### src/rtl/dic_pkg.sv
package dic_pkg;
  typedef enum logic [2:0] {
    GRP_PEND,
    GRP_MODE,
    GRP_EN,
    GRP_SET,
    GRP_CLR,
    GRP_SW,
    GRP_NONE
  } grp_e;

  // address bits above this select the register group (32-byte stride)
  localparam int unsigned GRP_LSB   = 5;
  localparam int unsigned GRP_FIRST = 8;  // 0x100 >> GRP_LSB
endpackage

### src/rtl/dic_regif.sv
module dic_regif import dic_pkg::*; #(
  parameter int unsigned NUM_BANKS = 2,
  parameter int unsigned ADDR_W    = 12,
  parameter int unsigned REG_W     = 32,
  localparam int unsigned SRC_W    = NUM_BANKS * REG_W,
  localparam int unsigned GRP_W    = ADDR_W - GRP_LSB
) (
  input  logic                 clk_i,
  input  logic                 rst_ni,
  input  logic [ADDR_W-1:0]    addr_i,
  input  logic                 we_i,
  input  logic [SRC_W-1:0]     pend_i,
  input  logic [SRC_W-1:0]     mode_i,
  input  logic [SRC_W-1:0]     en_i,
  input  logic [SRC_W-1:0]     sw_i,
  output logic [NUM_BANKS-1:0] set_stb_o,
  output logic [NUM_BANKS-1:0] clr_stb_o,
  output logic [NUM_BANKS-1:0] sw_stb_o,
  output logic [REG_W-1:0]     rdata_o
);
  grp_e                 grp;
  logic [NUM_BANKS-1:0] sel;

  always_comb begin
    grp = GRP_NONE;
    if (addr_i[1:0] == 2'b00 && int'(addr_i[4:2]) < NUM_BANKS) begin
      case (addr_i[ADDR_W-1:GRP_LSB])
        GRP_W'(GRP_FIRST + 0): grp = GRP_PEND;
        GRP_W'(GRP_FIRST + 1): grp = GRP_MODE;
        GRP_W'(GRP_FIRST + 2): grp = GRP_EN;
        GRP_W'(GRP_FIRST + 3): grp = GRP_SET;
        GRP_W'(GRP_FIRST + 4): grp = GRP_CLR;
        GRP_W'(GRP_FIRST + 5): grp = GRP_SW;
        default:               grp = GRP_NONE;
      endcase
    end
  end

  for (genvar b = 0; b < NUM_BANKS; b++) begin : g_sel
    assign sel[b]       = (grp != GRP_NONE) && (int'(addr_i[4:2]) == b);
    assign set_stb_o[b] = we_i && sel[b] && (grp == GRP_SET);
    assign clr_stb_o[b] = we_i && sel[b] && (grp == GRP_CLR);
    assign sw_stb_o[b]  = we_i && sel[b] && (grp == GRP_SW);
  end

  // set/clear are write-only and read as zero
  always_comb begin
    rdata_o = '0;
    for (int b = 0; b < NUM_BANKS; b++) begin
      if (sel[b]) begin
        case (grp)
          GRP_PEND: rdata_o = pend_i[b*REG_W +: REG_W];
          GRP_MODE: rdata_o = mode_i[b*REG_W +: REG_W];
          GRP_EN:   rdata_o = en_i[b*REG_W +: REG_W];
          GRP_SW:   rdata_o = sw_i[b*REG_W +: REG_W];
          default:  rdata_o = '0;
        endcase
      end
    end
  end

  // one write access reaches at most one bank register
  a_r2_single_strobe: assert property (@(posedge clk_i) disable iff (!rst_ni)
    $onehot0({set_stb_o, clr_stb_o, sw_stb_o}));

  // no strobe without a write
  a_r8_no_stb_on_read: assert property (@(posedge clk_i) disable iff (!rst_ni)
    !we_i |-> ({set_stb_o, clr_stb_o, sw_stb_o} == '0));
endmodule

### src/rtl/dic_bank.sv
module dic_bank #(
  parameter int unsigned W      = 32,
  parameter int unsigned SW_BIT = W - 1
) (
  input  logic         clk_i,
  input  logic         rst_ni,
  input  logic [W-1:0] mode_cfg_i,
  input  logic [W-1:0] req_i,
  input  logic [W-1:0] ack_i,
  input  logic [W-1:0] wdata_i,
  input  logic         set_stb_i,
  input  logic         clr_stb_i,
  input  logic         sw_stb_i,
  output logic [W-1:0] pend_o,
  output logic [W-1:0] mode_o,
  output logic [W-1:0] en_o,
  output logic [W-1:0] sw_o,
  output logic         hit_o
);
  logic [W-1:0] mode_q, en_q, pend_q, req_q, req_eff, pend_d;
  logic         sw_q;

  // trigger mode captured while reset is held
  always_ff @(posedge clk_i) begin
    if (!rst_ni) mode_q <= mode_cfg_i;
  end

  always_comb begin
    req_eff         = req_i;
    req_eff[SW_BIT] = req_i[SW_BIT] | sw_q;
  end

  always_ff @(posedge clk_i or negedge rst_ni) begin
    if (!rst_ni) begin
      en_q <= '0;
    end else if (clr_stb_i) begin
      en_q <= en_q & ~wdata_i;
    end else if (set_stb_i) begin
      en_q <= en_q | wdata_i;
    end
  end

  always_ff @(posedge clk_i or negedge rst_ni) begin
    if (!rst_ni)       sw_q <= 1'b0;
    else if (sw_stb_i) sw_q <= wdata_i[SW_BIT];
  end

  // edge: rise sets, ack clears, rise wins; level: follow request
  assign pend_d = (mode_q & ((req_eff & ~req_q) | (pend_q & ~ack_i)))
                | (~mode_q & req_eff);

  always_ff @(posedge clk_i or negedge rst_ni) begin
    if (!rst_ni) begin
      req_q  <= '0;
      pend_q <= '0;
    end else begin
      req_q  <= req_eff;
      pend_q <= pend_d;
    end
  end

  always_comb begin
    sw_o         = '0;
    sw_o[SW_BIT] = sw_q;
  end

  assign pend_o = pend_q;
  assign mode_o = mode_q;
  assign en_o   = en_q;
  assign hit_o  = |(pend_q & en_q);

  a_r1_mode_fixed: assert property (@(posedge clk_i) disable iff (!rst_ni)
    rst_ni |=> $stable(mode_q));

  a_r3_set_bits: assert property (@(posedge clk_i) disable iff (!rst_ni)
    (set_stb_i && !clr_stb_i) |=> ((en_q & $past(wdata_i)) == $past(wdata_i)));

  a_r4_clr_bits: assert property (@(posedge clk_i) disable iff (!rst_ni)
    clr_stb_i |=> ((en_q & $past(wdata_i)) == '0));

  a_r3_zero_bits_kept: assert property (@(posedge clk_i) disable iff (!rst_ni)
    (set_stb_i || clr_stb_i) |=> (((en_q ^ $past(en_q)) & ~$past(wdata_i)) == '0));

  a_r8_en_hold: assert property (@(posedge clk_i) disable iff (!rst_ni)
    !(set_stb_i || clr_stb_i) |=> $stable(en_q));

  a_r5_level_follow: assert property (@(posedge clk_i) disable iff (!rst_ni)
    rst_ni |=> (((pend_q ^ $past(req_eff)) & ~mode_q) == '0));

  a_r6_edge_hold: assert property (@(posedge clk_i) disable iff (!rst_ni)
    rst_ni |=> (($past(pend_q & mode_q & ~ack_i) & ~pend_q) == '0));
endmodule

### src/rtl/dev_irq_ctrl.sv
module dev_irq_ctrl #(
  parameter int unsigned NUM_BANKS = 2,
  parameter int unsigned REG_W     = 32,
  parameter int unsigned ADDR_W    = 12,
  localparam int unsigned SRC_W    = NUM_BANKS * REG_W
) (
  input  logic              clk_i,
  input  logic              rst_ni,
  input  logic [SRC_W-1:0]  mode_cfg_i,
  input  logic [SRC_W-1:0]  req_i,
  input  logic [SRC_W-1:0]  ack_i,
  input  logic [ADDR_W-1:0] addr_i,
  input  logic              we_i,
  input  logic [REG_W-1:0]  wdata_i,
  output logic [REG_W-1:0]  rdata_o,
  output logic              irq_o
);
  logic [SRC_W-1:0]     pend, mode, en, sw;
  logic [NUM_BANKS-1:0] set_stb, clr_stb, sw_stb, hit;

  dic_regif #(
    .NUM_BANKS(NUM_BANKS),
    .ADDR_W   (ADDR_W),
    .REG_W    (REG_W)
  ) i_regif (
    .clk_i    (clk_i),
    .rst_ni   (rst_ni),
    .addr_i   (addr_i),
    .we_i     (we_i),
    .pend_i   (pend),
    .mode_i   (mode),
    .en_i     (en),
    .sw_i     (sw),
    .set_stb_o(set_stb),
    .clr_stb_o(clr_stb),
    .sw_stb_o (sw_stb),
    .rdata_o  (rdata_o)
  );

  for (genvar b = 0; b < NUM_BANKS; b++) begin : g_bank
    dic_bank #(.W(REG_W)) i_bank (
      .clk_i     (clk_i),
      .rst_ni    (rst_ni),
      .mode_cfg_i(mode_cfg_i[b*REG_W +: REG_W]),
      .req_i     (req_i[b*REG_W +: REG_W]),
      .ack_i     (ack_i[b*REG_W +: REG_W]),
      .wdata_i   (wdata_i),
      .set_stb_i (set_stb[b]),
      .clr_stb_i (clr_stb[b]),
      .sw_stb_i  (sw_stb[b]),
      .pend_o    (pend[b*REG_W +: REG_W]),
      .mode_o    (mode[b*REG_W +: REG_W]),
      .en_o      (en[b*REG_W +: REG_W]),
      .sw_o      (sw[b*REG_W +: REG_W]),
      .hit_o     (hit[b])
    );
  end

  assign irq_o = |hit;

  a_r7_irq_needs_enable: assert property (@(posedge clk_i) disable iff (!rst_ni)
    irq_o |-> (en != '0));

  a_r7_irq_needs_pending: assert property (@(posedge clk_i) disable iff (!rst_ni)
    irq_o |-> (pend != '0));
endmodule

### config.mk
export PLATFORM = sky130hd
export DESIGN_NAME = dev_irq_ctrl
export DESIGN_NICKNAME = d
export VERILOG_FILES = /design/src/rtl/dic_pkg.sv /design/src/rtl/dic_regif.sv /design/src/rtl/dic_bank.sv /design/src/rtl/dev_irq_ctrl.sv
export SDC_FILE = /design/constraint.sdc
export NUM_CORES = 1
export LEC_CHECK = 0
export BUFFER_PORTS_ARGS = -buffer_cell sky130_fd_sc_hd__buf_2
export CAP_MARGIN = 20
export CORE_MARGIN = 2
export CORE_UTILIZATION = 48
export CTS_CLUSTER_DIAMETER = 40
export DETAILED_ROUTE_END_ITERATION = 16
export PLACE_DENSITY = 0.83
export REMOVE_ABC_BUFFERS = 1
export SETUP_SLACK_MARGIN = 0.05
export SYNTH_ARGS = -nofsm -noshare
export SYNTH_HDL_FRONTEND = slang
export SYNTH_SLANG_ARGS = --single-unit
### constraint.sdc
create_clock -name clk_i -period 1.95 [get_ports clk_i]
set_clock_uncertainty 0.15 [all_clocks]
set_input_delay 0.0975 -clock clk_i [delete_from_list [all_inputs] [get_ports clk_i]]
set_output_delay 0.0975 -clock clk_i [all_outputs]
set_load 0.02 [all_outputs]
==> tab_implementation.tex <==
\begin{tabular}{lr}
\hline
Metric & Value \\
\hline
\multicolumn{2}{l}{\textbf{Outcome}} \\
Outcome & finished with violations \\
Failing checks & negative setup slack \\
\multicolumn{2}{l}{\textbf{Floorplan}} \\
Core area & 22000 µm² \\
Number of cell rows & 54 \\
Die Height & 154 µm \\
Initial Utilization & 49.1\% \\
Full die area & 23700 µm² \\
Top-level I/O count & 272 \\
X dimension of the die & 154 µm \\
\multicolumn{2}{l}{\textbf{Timing}} \\
Max transition margin & 59.4\% \\
Final critical-path share of the clock period & 135\% \\
Highest attainable clock frequency & 378 MHz \\
Final setup vio count & 95 \\
Setup ws final & -0.692 ns \\
Clock period minus final worst setup slack & 2.64 ns \\
Hold violation total from the final report & 0 \\
Count of final max-slew check failures & 0 \\
Slew at the pin closest to its max-slew limit & 0.610 ns \\
Unrepaired setup endpoints after global routing & true \\
Hold Worst Slack & 0.0703 ns \\
\multicolumn{2}{l}{\textbf{Route}} \\
DR iter-0 viols & 1079 \\
Vias/cell & 6.40 \\
Total via count in the routed design & 11600 \\
Count of antenna-violating nets left after detailed routing & 0 \\
DRC violations left & 0 \\
Wire per inst & 27.8 µm \\
Aggregate routed wire length & 50.3 mm \\
Length of the first detailed-routing pass in iterations & 8 \\
\multicolumn{2}{l}{\textbf{Power and ir drop}} \\
Largest vdd supply drop & 974 µV \\
Power per cell area & 824 nW/µm² \\
Static Leakage & 8.01 nW \\
\multicolumn{2}{l}{\textbf{GRT}} \\
Total track usage & 38.9\% \\
Initial antenna violation count & 5 \\
GR Overflow Total & 0 \\
Pin count of the biggest net entering global routing & 108 \\
Vias in the first global route & 12500 \\
Wire length of the first global-routing pass & 70.2 mm \\
\multicolumn{2}{l}{\textbf{Clocking}} \\
Clock tree from TritonCTS & done \\
Number of buffers between clock root and the deepest sink & 3 \\
Clock Root Buffer & sky130\_fd\_sc\_hd\_\_clkbuf\_16 \\
TritonCTS Sinks & 258 \\
Number of levels the H-tree was split into & 2 \\
Inserted Clock Buffers & 38 \\
Worst skew pair latency & 0.53 ns \\
Worst-path clk slew & 0.06 ns \\
\multicolumn{2}{l}{\textbf{Critical path}} \\
Slowest cell delay on critical path & 0.53 ns \\
Classification of the worst setup path & reg -> out \\
Kind of cell adding the most delay to the critical path & simple AND/OR/NAND/NOR gates \\
Slowest cell on the critical path & sky130\_fd\_sc\_hd\_\_or4\_4 \\
Kind of launch point of the worst setup path & register \\
Max FO, Critical Path & 2 \\
Sequence of cells on the critical path & a22o\_1, a221oi\_2, buf\_4, nand4\_1, or4\_4, buf\_6 \\
Critical path buffers and inverters & 2 \\
Worst endpoint data arrival time & 2.39 ns \\
Required time of the critical path & 1.70 ns \\
Endpoint class of the critical path & primary output \\
\multicolumn{2}{l}{\textbf{Synth}} \\
Mean post-synth cell area & 12.5 µm² \\
Distinct cells, synth & 39 \\
Area share of the largest cell type after synthesis & 45.0\% \\
Cell area after synthesis & 10800 µm² \\
Cell with the most instances after synthesis & sky130\_fd\_sc\_hd\_\_dfrtp\_1 \\
Leading area contributor after synthesis & sky130\_fd\_sc\_hd\_\_dfrtp\_1 \\
Post-synthesis instance total & 863 \\
Flops \& latches, synth & 258 \\
Synth top cells by count & sky130\_fd\_sc\_hd\_\_dfrtp\_1, sky130\_fd\_sc\_hd\_\_a21oi\_1, sky130\_fd\_sc\_hd\_\_nand2\_1, sky130\_fd\_sc\_hd\_\_a22oi\_1, sky130\_fd\_sc\_hd\_\_edfxtp\_1 \\
Number of synthesis warnings & 0 \\
Number of enable flip-flop cells after synthesis & 64 \\
Main area contributors after synthesis & sky130\_fd\_sc\_hd\_\_dfrtp\_1, sky130\_fd\_sc\_hd\_\_edfxtp\_1, sky130\_fd\_sc\_hd\_\_mux2\_2 \\
Fraction of synthesis flops using an asynchronous set or reset pin & 75.2\% \\
Predominant post-synthesis flop cell & sky130\_fd\_sc\_hd\_\_dfrtp\_1 \\
Sequential element share of the synthesized area & 62.8\% \\
\multicolumn{2}{l}{\textbf{Layout}} \\
Area growth from synthesis to layout & 70.8\% \\
Utilization after layout & 83.9\% \\
Share of post-route cells with drive strength above 1 & 43.9\% \\
Post-layout nets & 1733 \\
Area of all placed cells without fillers & 18400 µm² \\
Total of fill cells in the finished design & 981 \\
\multicolumn{2}{l}{\textbf{Min path}} \\
Kind of path behind the tightest hold check & in -> reg \\
\multicolumn{2}{l}{\textbf{Placement}} \\
Placed wire-length estimate & 22.5 mm \\
Final weighted congestion in routability-driven placement & 0.833 \\
Count of input and output buffers & 271 \\
Standard cell area after detailed placement & 13300 µm² \\
\multicolumn{2}{l}{\textbf{Flow run}} \\
Number of max-cap violations & 0 \\
\hline
\end{tabular}
==> routing by layer <==
layer	global-route usage [%]	routed length, µm
met4	27.3	4500
met5	0	0
met3	9.47	5230
met1	42.7	16400
met2	66.6	24200
==> cell type report <==
type	count	area [µm²]	area share [%]
antenna	5	12.5	0.0679
clock buffer	42	997	5.41
clock inverter	28	393	2.13
inverter	56	211	1.15
multi-input combinational	505	4230	23.0
sequential	258	6780	36.8
tap	280	350	1.90
timing repair buffer	635	5460	29.6
==> worst min-delay path: stages <==
cell,delay [ns]
sky130_fd_sc_hd__buf_2,0.09
sky130_fd_sc_hd__or4b_1,0.20
sky130_fd_sc_hd__or3_4,0.16
sky130_fd_sc_hd__mux2_4,0.16
==> cells in the final DEF (no fill, tap or decap), drive strengths merged, types with 4 or more instances in the layout <==
cell,netlist,routed
a32o,55,55
nand3b,4,4
a31oi,32,32
clkinv,0,12
a21oi,96,96
nand2,83,83
o21ai,9,9
diode,0,5
edfxtp,64,64
clkbuf,17,48
dfrtp,194,194
a22oi,64,64
inv,56,62
mux2,64,64
o22ai,32,32
buf,27,403
dlygate4sd3,0,226
a221oi,16,16
a22o,16,16
bufinv,0,7
nand4,6,6
==> path summary, 6_finish.rpt <==
| check | startpoint | to | slack (ns) | cells after the start |
|---|---|---|---|---|
| setup reg to reg | g_bank[0].i_bank.sw_q | g_bank[0].i_bank.pend_o[31] | 0.68 | 2 |
| max in group asynchronous | rst_ni | g_bank[0].i_bank.req_q[4] | 0.47 | 4 |
| hold / removal | addr_i[2] | g_bank[0].i_bank.sw_q | 0.07 | 4 |
| setup / recovery | register | irq_o | -0.69 | 6 |
| hold reg to reg | g_bank[0].i_bank.req_q[4] | g_bank[0].i_bank.pend_o[4] | 0.41 | 2 |
| min in group asynchronous | rst_ni | g_bank[1].i_bank.req_q[22] | 0.57 | 4 |
==> timing repair <==
item / CTS / global route
gates cloned: 8 / 8
setup buffers: 15 / 10
hold endpoints to repair: 452 / 0
hold buffers: 227 / 0
resized for setup: 127 / 94
pin swaps: 59 / 42
setup endpoints to repair: 33 / 99
==> kinds of logic after synthesis <==
| group | count (synthesis) | synth area share, % |
|---|---|---|
| AOI/OAI and AO/OA | 324 | 21.3 |
| buffers and inverters | 100 | 3.78 |
| and+or+nand+nor | 116 | 5.34 |
| DFF | 258 | 62.8 |
| muxes | 65 | 6.81 |
==> where the power goes <==
group          total (mW)  switching, mW  internal, mW
Sequential           6.12          0.258          5.87
Combinational        1.56          0.703         0.853
Clock                7.51           2.79          4.72
==> through the flow <==
step | power (mW) | std cells | setup slack (ns) | setup TNS [ns]
after floorplan | 6.48 | 819 | -1.53 | -121.09
after global placement | 7.12 | 1473 | -0.572 | -34.14
after detailed placement | 7.17 | 1473 | -0.575 | -35.61
after CTS | 15.0 | 1791 | -0.714 | -11.95
after global routing | 15.5 | 1809 | -0.748 | -19.01
final | 15.2 | 1809 | -0.692 | -17.84
No activity file was read; power rests on OpenSTA's default activity.
